==> src/rtl/rtc_pkg.sv <==
package rtc_pkg;

  localparam int BCD_W  = 8;
  localparam int WDAY_W = 3;
  localparam int CODE_W = 3;

  localparam logic [WDAY_W-1:0] WDAY_LAST = 3'd6;

  typedef enum logic [CODE_W-1:0] {
    FLD_HSEC  = 3'd0,
    FLD_SEC   = 3'd1,
    FLD_MIN   = 3'd2,
    FLD_HOUR  = 3'd3,
    FLD_DATE  = 3'd4,
    FLD_MONTH = 3'd5,
    FLD_YEAR  = 3'd6,
    FLD_WDAY  = 3'd7
  } rtc_field_e;

  // Two-digit BCD increment; callers handle the wrap themselves.
  function automatic logic [BCD_W-1:0] bcd_inc(input logic [BCD_W-1:0] v);
    if (v[3:0] == 4'd9) return {v[7:4] + 4'd1, 4'd0};
    else                return {v[7:4], v[3:0] + 4'd1};
  endfunction

  // Divisible by four for a two-digit BCD value.
  function automatic logic bcd_div4(input logic [BCD_W-1:0] y);
    if (y[4] == 1'b0) return (y[3:0] == 4'd0) || (y[3:0] == 4'd4) || (y[3:0] == 4'd8);
    else              return (y[3:0] == 4'd2) || (y[3:0] == 4'd6);
  endfunction

endpackage

==> src/rtl/rtc_bcd_field.sv <==
module rtc_bcd_field
  import rtc_pkg::*;
#(
  parameter logic [BCD_W-1:0] FIRST = 8'h00
) (
  input  logic             clk,
  input  logic             rst_n,
  input  logic             step_i,
  input  logic             wrap_i,
  input  logic             load_i,
  input  logic [BCD_W-1:0] load_val_i,
  output logic [BCD_W-1:0] value_o
);

  logic [BCD_W-1:0] val_q;

  always_ff @(posedge clk) begin
    if (!rst_n)      val_q <= FIRST;
    else if (load_i) val_q <= load_val_i;
    else if (step_i) val_q <= wrap_i ? FIRST : bcd_inc(val_q);
  end

  assign value_o = val_q;

endmodule

==> src/rtl/rtc_hour_field.sv <==
module rtc_hour_field (
  input  logic       clk,
  input  logic       rst_n,
  input  logic       step_i,
  input  logic       load_i,
  input  logic [6:0] load_val_i,   // {mode24, value bits 5:0}
  output logic [7:0] hour_o,
  output logic       day_o
);

  logic       mode24_q;
  logic       pm_q;
  logic [5:0] val_q;
  logic       last24;
  logic       last12;

  function automatic logic [5:0] inc6(input logic [5:0] v);
    if (v[3:0] == 4'd9) return {v[5:4] + 2'd1, 4'd0};
    else                return {v[5:4], v[3:0] + 4'd1};
  endfunction

  assign last24 = (val_q == 6'h23);
  assign last12 = (val_q == 6'h11) && pm_q;
  assign day_o  = step_i && (mode24_q ? last24 : last12);

  always_ff @(posedge clk) begin
    if (!rst_n) begin
      mode24_q <= 1'b0;
      pm_q     <= 1'b0;
      val_q    <= 6'h12;
    end else if (load_i) begin
      mode24_q <= load_val_i[6];
      if (load_val_i[6]) begin
        pm_q  <= 1'b0;
        val_q <= load_val_i[5:0];
      end else begin
        pm_q  <= load_val_i[5];
        val_q <= {1'b0, load_val_i[4:0]};
      end
    end else if (step_i) begin
      if (mode24_q) begin
        val_q <= last24 ? 6'h00 : inc6(val_q);
      end else if (val_q == 6'h12) begin
        val_q <= 6'h01;
      end else if (val_q == 6'h11) begin
        val_q <= 6'h12;
        pm_q  <= ~pm_q;
      end else begin
        val_q <= inc6(val_q);
      end
    end
  end

  assign hour_o = mode24_q ? {2'b10, val_q} : {2'b00, pm_q, val_q[4:0]};

endmodule

==> src/rtl/rtc_month_end.sv <==
module rtc_month_end
  import rtc_pkg::*;
(
  input  logic [BCD_W-1:0] month_i,
  input  logic [BCD_W-1:0] year_i,
  output logic [BCD_W-1:0] last_o
);

  always_comb begin
    case (month_i)
      8'h02:                      last_o = bcd_div4(year_i) ? 8'h29 : 8'h28;
      8'h04, 8'h06, 8'h09, 8'h11: last_o = 8'h30;
      default:                    last_o = 8'h31;
    endcase
  end

endmodule

==> src/rtl/rtc_calendar.sv <==
module rtc_calendar
  import rtc_pkg::*;
#(
  parameter logic [7:0] HSEC_LAST = 8'h99
) (
  input  logic        clk,
  input  logic        rst_n,
  input  logic        tick_i,
  input  logic        wr_valid_i,
  output logic        wr_ready_o,
  input  logic [2:0]  wr_field_i,
  input  logic [7:0]  wr_data_i,
  output logic [7:0]  hsec_o,
  output logic [7:0]  sec_o,
  output logic [7:0]  min_o,
  output logic [7:0]  hour_o,
  output logic [7:0]  date_o,
  output logic [7:0]  month_o,
  output logic [7:0]  year_o,
  output logic [2:0]  wday_o
);

  localparam int   LOW_FIELDS = 2;            // seconds and minutes
  localparam logic [BCD_W-1:0] LOW_LAST = 8'h59;

  logic wr_acc;
  logic step_base;
  logic hsec_wrap;
  logic [LOW_FIELDS:0] chain;
  logic [BCD_W-1:0] low_val [LOW_FIELDS];
  logic day_step;
  logic month_step;
  logic year_step;
  logic [BCD_W-1:0] date_last;
  logic [WDAY_W-1:0] wday_q;

  assign wr_ready_o = 1'b1;
  assign wr_acc     = wr_valid_i && (wr_field_i != FLD_HSEC);
  assign step_base  = tick_i && !wr_acc;

  // Hundredths: any accepted write reloads it with zero.
  assign hsec_wrap = (hsec_o == HSEC_LAST);
  rtc_bcd_field #(.FIRST(8'h00)) u_hsec (
    .clk(clk), .rst_n(rst_n),
    .step_i(step_base), .wrap_i(hsec_wrap),
    .load_i(wr_acc), .load_val_i(8'h00),
    .value_o(hsec_o)
  );
  assign chain[0] = step_base && hsec_wrap;

  // Seconds then minutes, both base sixty.
  for (genvar k = 0; k < LOW_FIELDS; k++) begin : g_low
    localparam logic [CODE_W-1:0] CODE = CODE_W'(int'(FLD_SEC) + k);
    logic wrap_k;
    assign wrap_k = (low_val[k] == LOW_LAST);
    rtc_bcd_field #(.FIRST(8'h00)) u_fld (
      .clk(clk), .rst_n(rst_n),
      .step_i(chain[k]), .wrap_i(wrap_k),
      .load_i(wr_valid_i && (wr_field_i == CODE)),
      .load_val_i(wr_data_i),
      .value_o(low_val[k])
    );
    assign chain[k+1] = chain[k] && wrap_k;
  end
  assign sec_o = low_val[0];
  assign min_o = low_val[1];

  rtc_hour_field u_hour (
    .clk(clk), .rst_n(rst_n),
    .step_i(chain[LOW_FIELDS]),
    .load_i(wr_valid_i && (wr_field_i == FLD_HOUR)),
    .load_val_i({wr_data_i[7], wr_data_i[5:0]}),
    .hour_o(hour_o),
    .day_o(day_step)
  );

  rtc_month_end u_mend (.month_i(month_o), .year_i(year_o), .last_o(date_last));

  rtc_bcd_field #(.FIRST(8'h01)) u_date (
    .clk(clk), .rst_n(rst_n),
    .step_i(day_step), .wrap_i(date_o == date_last),
    .load_i(wr_valid_i && (wr_field_i == FLD_DATE)),
    .load_val_i(wr_data_i),
    .value_o(date_o)
  );
  assign month_step = day_step && (date_o == date_last);

  rtc_bcd_field #(.FIRST(8'h01)) u_month (
    .clk(clk), .rst_n(rst_n),
    .step_i(month_step), .wrap_i(month_o == 8'h12),
    .load_i(wr_valid_i && (wr_field_i == FLD_MONTH)),
    .load_val_i(wr_data_i),
    .value_o(month_o)
  );
  assign year_step = month_step && (month_o == 8'h12);

  rtc_bcd_field #(.FIRST(8'h00)) u_year (
    .clk(clk), .rst_n(rst_n),
    .step_i(year_step), .wrap_i(year_o == 8'h99),
    .load_i(wr_valid_i && (wr_field_i == FLD_YEAR)),
    .load_val_i(wr_data_i),
    .value_o(year_o)
  );

  // Weekday: free-running modulo seven, driven only by the day carry.
  always_ff @(posedge clk) begin
    if (!rst_n)
      wday_q <= '0;
    else if (wr_valid_i && (wr_field_i == FLD_WDAY))
      wday_q <= wr_data_i[WDAY_W-1:0];
    else if (day_step)
      wday_q <= (wday_q == WDAY_LAST) ? '0 : wday_q + 1'b1;
  end
  assign wday_o = wday_q;

endmodule

==> config.mk <==
export PLATFORM = sky130hd
export DESIGN_NAME = rtc_calendar
export DESIGN_NICKNAME = d
export VERILOG_FILES = /design/src/rtl/rtc_pkg.sv /design/src/rtl/rtc_bcd_field.sv /design/src/rtl/rtc_hour_field.sv /design/src/rtl/rtc_month_end.sv /design/src/rtl/rtc_calendar.sv
export SDC_FILE = /design/constraint.sdc
export NUM_CORES = 1
export LEC_CHECK = 0
export BUFFER_PORTS_ARGS = -buffer_cell sky130_fd_sc_hd__buf_2
export CAP_MARGIN = 20
export CORE_MARGIN = 5
export CORE_UTILIZATION = 35
export CTS_CLUSTER_DIAMETER = 150
export DETAILED_ROUTE_END_ITERATION = 6
export SYNTH_ARGS = -nofsm -noshare
export SYNTH_HDL_FRONTEND = slang
export SYNTH_SLANG_ARGS = --single-unit
==> constraint.sdc <==
create_clock -name clk -period 2.31 [get_ports clk]
set_input_delay 0 -clock clk [delete_from_list [all_inputs] [get_ports clk]]
set_output_delay 0 -clock clk [all_outputs]
set_load 0.1 [all_outputs]
==> results of run 1 <==
[worst max-delay path: cells and delay by family (launching register included)]
| family | cells | cell delay (ns) |
|---|---|---|
| AO/OA/AOI/OAI | 5 | 1.30 |
| adder cells (fa/ha/maj) | 1 | 0.12 |
| buffers and inverters | 3 | 0.32 |
| flip-flops | 1 | 0.35 |
| AND/OR/NAND/NOR | 1 | 0.42 |
[state kept, by name (all words and copies together), names as in the netlist]
| register | count |
|---|---|
| u_hsec.value_o | 8 |
| u_hour.mode24_q | 1 |
| u_date.value_o | 8 |
| wday_o | 3 |
| u_month.value_o | 8 |
| g_low.u_fld.value_o | 16 |
| u_hour.val_q | 6 |
| u_hour.pm_q | 1 |
| u_year.value_o | 8 |
[where the power goes]
group	internal (W)	leakage (nW)	switching, W
sequential	0.00104	0.497	0.0000487
combinational	0.000134	1.54	0.000424
clock	0.000713	0.123	0.000484
[per-stage QoR]
step	util [%]	area, µm²	worst slack, ns	hold slack (ns)	total power [W]
after floorplan	-	4230	-0.313	0.122	0.00152
after global placement	43.2	4950	-0.167	0.370	0.00165
after detailed placement	43.2	4950	-0.217	0.371	0.00166
after CTS	46.4	5330	-0.215	0.0211	0.00285
after global routing	47.6	5460	-0.341	0.0458	0.00295
final	47.6	5460	-0.259	0.0331	0.00285
[Yosys cell counts (all sizes together), types with 8 or more instances]
cell type / n
buf: 13
a21oi: 22
o21ai: 46
a211oi: 11
dfxtp: 59
nand2: 51
nand3b: 13
inv: 23
nand3: 24
ha: 22
nor3: 20
nor2: 45
nor2b: 8
a31oi: 12
clkbuf: 16
xor2: 8
[layout make-up]
class	count	area, µm²
multi-input cells	410	2860
flip-flops and latches	59	1250
fillers	1123	6000
well taps	143	179
clock buffers	10	229
repair buffers	131	822
inverters	23	88.8
clock inverters	6	32.5
[per-layer routing]
layer / vias to the layer above / share of wire [%]
met1: 2192 / 44
li1: 2164 / -
met5: - / 0
met4: 0 / 3.4
met2: 160 / 46
met3: 43 / 6.2
[cell families (layout without fill, tap and decap cells)]
family	Yosys count	in the layout	share of synthesized area, %
AOI/OAI and AO/OA	147	147	25.4
xor gates and xnor gates	14	14	2.98
and+or+nand+nor	220	220	28.5
DFF	59	59	28.7
buffers and inverters	53	170	6.18
adders and majority gates	22	22	6.69
muxes	5	5	1.28
other	2	2	0.183
[path summary, 6_finish.rpt]
kind / startpoint / to / slack, ns / cells past startpoint
setup / recovery: u_month.value_o[5]$_SDFFE_PN0P_ / u_date.value_o[4]$_SDFFE_PN0P_ / -0.26 / 10
hold / removal: wr_data_i[5] / u_hour.val_q[5]$_SDFFE_PN0N_ / 0.03 / 3
setup reg to reg: u_month.value_o[5]$_SDFFE_PN0P_ / u_date.value_o[4]$_SDFFE_PN0P_ / -0.26 / 10
hold reg to reg: u_hsec.value_o[3]$_SDFFE_PP0N_ / u_hsec.value_o[3]$_SDFFE_PP0N_ / 0.51 / 2
[repair_timing]
action | CTS | global route
gates resized for setup | 15 | 21
pin swaps | 11 | 17
buffers inserted | 7 | 7
hold buffers | 0 | 0
endpoints found under the setup margin | 20 | 27
==> reports/results.txt, run 1 <==
via count -> 4,559
DP HPWL -> 9870 µm
first-pass GRT wire length -> 22,400 µm
worst setup margin -> -0.259 ns
Placed Cells -> 753
core footprint -> 11,500 µm²
I/O Buffers -> 72
status -> complete, but fails checks
die span in x -> 118 µm
global route hottest layer -> met2
Max-Cap Viols -> 0
Max Clk Rate -> 0.389 GHz
Crit. End Element -> flop
initial drt markers -> 310
Routed WL -> 13,700 µm
Nets -> 671
clock slew at reported path FFs -> 0.05 ns
Placer Congestion -> 0.888
Max stage delay cell, worst path -> o41a_4
initial core utilization -> 35.9%
Leak Pwr -> 2.16 nW
Hold Crit Class -> in2reg
overall routing resource usage -> 19.3%
Remaining Overflow, GRT -> 0
initial antenna violation count -> 0
CP Data Arrival Time -> 2.83 ns
Fin Setup TNS -> -2.86 ns
Post-Syn Area -> 4110 µm²
Post-DRT Antenna Nets -> 0
number of synthesized flops with an enable pin -> 0
ranking of synthesized cells by area -> dfxtp_1 (29%), ha_1 (6.7%), o21ai_0 (5.4%)
die area -> 14,000 µm²
Finished Layout Cells -> 782
Synth top area share -> 28.7%
Fin. Hold Viols -> 0
global routing usage on met2 -> 30.2%
#FFs+latches synth -> 59
violated checks -> setup timing
commonest non-fill, non-tap cell in the layout -> buf_2
Yosys warning count -> 0
largest net degree at the start of global routing -> 37
Clock Latency Late Sink -> 0.33 ns
global routing usage on met1 -> 26.0%
CTS tree -> yes
Slew headroom -> 64.5%
Netlist cell types -> 72
Setup Skew -> 0.00550 ns
met3 usage -> 3.58%
cell chain of the critical path -> inv_4 -> ha_4 -> or3b_4 -> a2bb2oi_4 -> o41a_4 -> o21a_4 -> buf_4 -> buf_6 -> o31a_2 -> o22ai_2
share of final-layout standard cells stronger than drive strength 1 -> 35.1%
Post-Synthesis Cells -> 522
CTS root buffer -> clkbuf_16
largest area contributor in the netlist -> dfxtp_1
cts bufs inserted -> 9
Required @ worst endpoint -> 2.57 ns
most frequent cells in the layout -> buf_2 (72), buf_4 (54), nand2_1 (49)
number of cell rows -> 39
vias in the first global route -> 4,385
ys async rst share -> 0%
critical path type -> reg2reg
Final Cycle Share -> 111%
syn nets -> 559
Post-synth top flop -> dfxtp_1
CP max FO -> 6
measured slew at the worst slew-check pin -> 0.529 ns
Critical Path Start Type -> flop
Final min period -> 2.57 ns
PwrDens -> 521 nW/µm²
register area share after synthesis -> 28.7%
drt drc -> 0
CTS Buffer Depth -> 2
Die H -> 118 µm
Slew Limit Fails -> 0
# IOs -> 75
1st-pass router iterations -> 5
Syn Area/Cell -> 7.88 µm²
Ant. Diodes -> 0
Crit path largest cell delay -> 0.47 ns
P&R area growth vs syn -> 32.9%
worst vdd ir -> 0.320 mV
Clock Sink Count -> 59
Avg WL per Cell -> 17.5 µm
DR vias/cell -> 5.83
H-tree depth -> 3
RSZ-0062 raised after global routing -> true
setup violators final -> 22
Note: power is estimated with default switching activity, not from simulation.
==> inputs of run 2 (changes only) <==
RECOVER_POWER = 50   (was unset)
==> reports/results.txt, run 2 (synthesis results as in run 1) <==
most frequent cells in the layout -> buf_4 (53), nand2_1 (49), nor2_1 (44) (was buf_2 (72), buf_4 (54), nand2_1 (49))
fillers -> 1,134 (was 1,123)
first-pass GRT wire length -> 22,400 µm (unchanged)
Combinational Power Share -> 19.4% (was 19.6%)
Final min period -> 2.57 ns (about the same)
Required @ worst endpoint -> 2.57 ns (about the same)
Routed WL -> 13,700 µm (about the same)
Max stage delay cell, worst path -> o41a_4 (unchanged)
overall routing resource usage -> 19.3% (unchanged)
CTS tree -> yes (unchanged)
number of cell rows -> 39 (unchanged)
FF-to-FF End -> u_date.value_o[4]$_SDFFE_PN0P_ (unchanged)
Clock Sink Count -> 59 (unchanged)
measured slew at the worst slew-check pin -> 1.19 ns (was 0.529 ns)
Setup Skew -> 0.00527 ns (was 0.00550 ns)
1st-pass router iterations -> 5 (unchanged)
P&R area growth vs syn -> 31.9% (was 32.9%)
cell chain of the critical path -> inv_4 -> ha_4 -> or3b_4 -> a2bb2oi_4 -> o41a_4 -> o21a_4 -> buf_4 -> buf_6 -> o31a_2 -> o22ai_2 (unchanged)
Finished Layout Cells -> 782 (unchanged)
Final Cycle Share -> 111% (about the same)
CTS Buffer Depth -> 2 (unchanged)
Crit path largest cell delay -> 0.47 ns (about the same)
clock slew at reported path FFs -> 0.05 ns (about the same)
violated checks -> setup timing (unchanged)
NetSw -> 0.000959 W (was 0.000957 W)
Hold Crit Class -> in2reg (unchanged)
hold path startpoint -> wr_data_i[5] (unchanged)
largest net degree at the start of global routing -> 37 (unchanged)
CTS Hold Bufs -> 0 (unchanged)
Hold EP -> u_hour.val_q[5]$_SDFFE_PN0N_ (unchanged)
setup slack, reg-to-reg -> -0.26 ns (about the same)
DR vias/cell -> 5.76 (was 5.83)
Placer Congestion -> 0.888 (unchanged)
sequential share of power -> 38.4% (about the same)
Slew Limit Fails -> 0 (unchanged)
Int Power -> 0.00189 W (about the same)
initial antenna violation count -> 0 (unchanged)
core footprint -> 11,500 µm² (unchanged)
PwrDens -> 525 nW/µm² (was 521 nW/µm²)
Max Clk Rate -> 0.390 GHz (was 0.389 GHz)
Leak Pwr -> 2.03 nW (was 2.16 nW)
Placed Cells -> 753 (unchanged)
Clock Latency Late Sink -> 0.33 ns (about the same)
cts bufs inserted -> 9 (unchanged)
Die H -> 118 µm (unchanged)
DP HPWL -> 9870 µm (unchanged)
via count -> 4,508 (was 4,559)
Fin Setup TNS -> -2.83 ns (was -2.86 ns)
Fin. Hold Viols -> 0 (unchanged)
Ant. Diodes -> 0 (unchanged)
Slew headroom -> 21.2% (was 64.5%)
Avg WL per Cell -> 17.5 µm (about the same)
initial drt markers -> 366 (was 310)
commonest non-fill, non-tap cell in the layout -> buf_4 (was buf_2)
cell family with most CP delay -> compound AO/OA/AOI/OAI gates (unchanged)
Critical Path Start Type -> flop (unchanged)
H-tree depth -> 3 (unchanged)
switching part of the total -> 33.7% (was 33.6%)
RSZ-0062 raised after global routing -> true (unchanged)
WP buf/inv -> 3 (unchanged)
# IOs -> 75 (unchanged)
CTS root buffer -> clkbuf_16 (unchanged)
reg2reg path depth -> 10 (unchanged)
Remaining Overflow, GRT -> 0 (unchanged)
setup violators final -> 22 (unchanged)
initial core utilization -> 35.9% (unchanged)
Nets -> 671 (unchanged)
worst hold path cell count -> 3 (unchanged)
max FFs per register -> 16 (unchanged)
Post-DRT Antenna Nets -> 0 (unchanged)
clock power share -> 42.1% (was 42.0%)
drt drc -> 0 (unchanged)
die span in x -> 118 µm (unchanged)
CP Data Arrival Time -> 2.83 ns (about the same)
Max-Cap Viols -> 0 (unchanged)
critical path type -> reg2reg (unchanged)
status -> complete, but fails checks (unchanged)
Worst Setup SP -> u_month.value_o[5]$_SDFFE_PN0P_ (unchanged)
Crit. End Element -> flop (unchanged)
worst setup margin -> -0.257 ns (was -0.259 ns)
vias in the first global route -> 4,385 (unchanged)
die area -> 14,000 µm² (unchanged)
worst vdd ir -> 0.322 mV (was 0.320 mV)
CP max FO -> 6 (unchanged)
share of final-layout standard cells stronger than drive strength 1 -> 30.2% (was 35.1%)
I/O Buffers -> 72 (unchanged)
FF-to-FF Start -> u_month.value_o[5]$_SDFFE_PN0P_ (unchanged)
[run 2: cell types whose count changed in the layout (fill, tap and decap cells not counted), sizes merged]
cell | before | now
buf | 131 | 100
clkbuf | 10 | 41
[run 2: per-layer routing]
metal	vias to the layer above	part of all wire, %	global-route usage, %
met4	0	3.3	8.36
li1	2165	-	-
met2	153	46	30.2
met5	-	0	0
met3	38	6.4	3.58
met1	2152	44	26.0
[run 2: how the worst max path moves through the flow]
stage          cells after the start                        endpoint  slack (ns)
6_report                          10  u_date.value_o[4]$_SDFFE_PN0P_       -0.26
5_1_grt                            8  u_date.value_o[6]$_SDFFE_PN0P_       -0.34
4_1_cts                            8  u_date.value_o[6]$_SDFFE_PN0P_       -0.21
3_5_place_dp                       8  u_year.value_o[4]$_SDFFE_PN0P_       -0.22
3_3_place_gp                       8  u_date.value_o[6]$_SDFFE_PN0P_       -0.17
2_1_floorplan                      8  u_date.value_o[6]$_SDFFE_PN0P_       -0.31
[run 2: area by class of cell]
type | count | area, µm² | area share (%)
sequential | 59 | 1250 | 23.0
timing repair buffer | 131 | 781 | 14.4
inverter | 23 | 88.8 | 1.64
multi-input combinational | 410 | 2860 | 52.8
clock inverter | 6 | 32.5 | 0.600
clock buffer | 10 | 229 | 4.22
tap | 143 | 179 | 3.30
[run 2: stage by stage]
step / hold WS, ns / setup slack, ns / instance area (µm²) / utilization [%] / power (W)
global route: 0.0458 / -0.341 / 5420 / 47.3 / 0.00295
detailed placement: 0.371 / -0.217 / 4950 / 43.2 / 0.00166
CTS: 0.0211 / -0.215 / 5330 / 46.4 / 0.00285
floorplan: 0.122 / -0.313 / 4230 / - / 0.00152
global placement: 0.370 / -0.167 / 4950 / 43.2 / 0.00165
finish: 0.0283 / -0.257 / 5420 / 47.3 / 0.00285
[run 2: worst min-delay path, delay by kind of cell]
kind                   cells  cell delay, ns
buffers and inverters      1            0.14
AND/OR/NAND/NOR            1            0.08
AO/OA/AOI/OAI              1            0.08
[run 2: timing repair]
item | CTS | global route
resized for setup | 15 | 21
buffers inserted | 7 | 7
gates cloned | 0 | 0
pin swaps | 11 | 17
setup endpoints to repair | 20 | 27
[run 2: power by group through the flow]
stage	Combinational, W	Clock, W	Sequential (W)
finish	0.000553	0.00120	0.00109
global route	0.000587	0.00126	0.00110
CTS	0.000549	0.00121	0.00109
detailed placement	0.000543	0	0.00111
global placement	0.000537	0	0.00111
floorplan	0.000219	0	0.00130
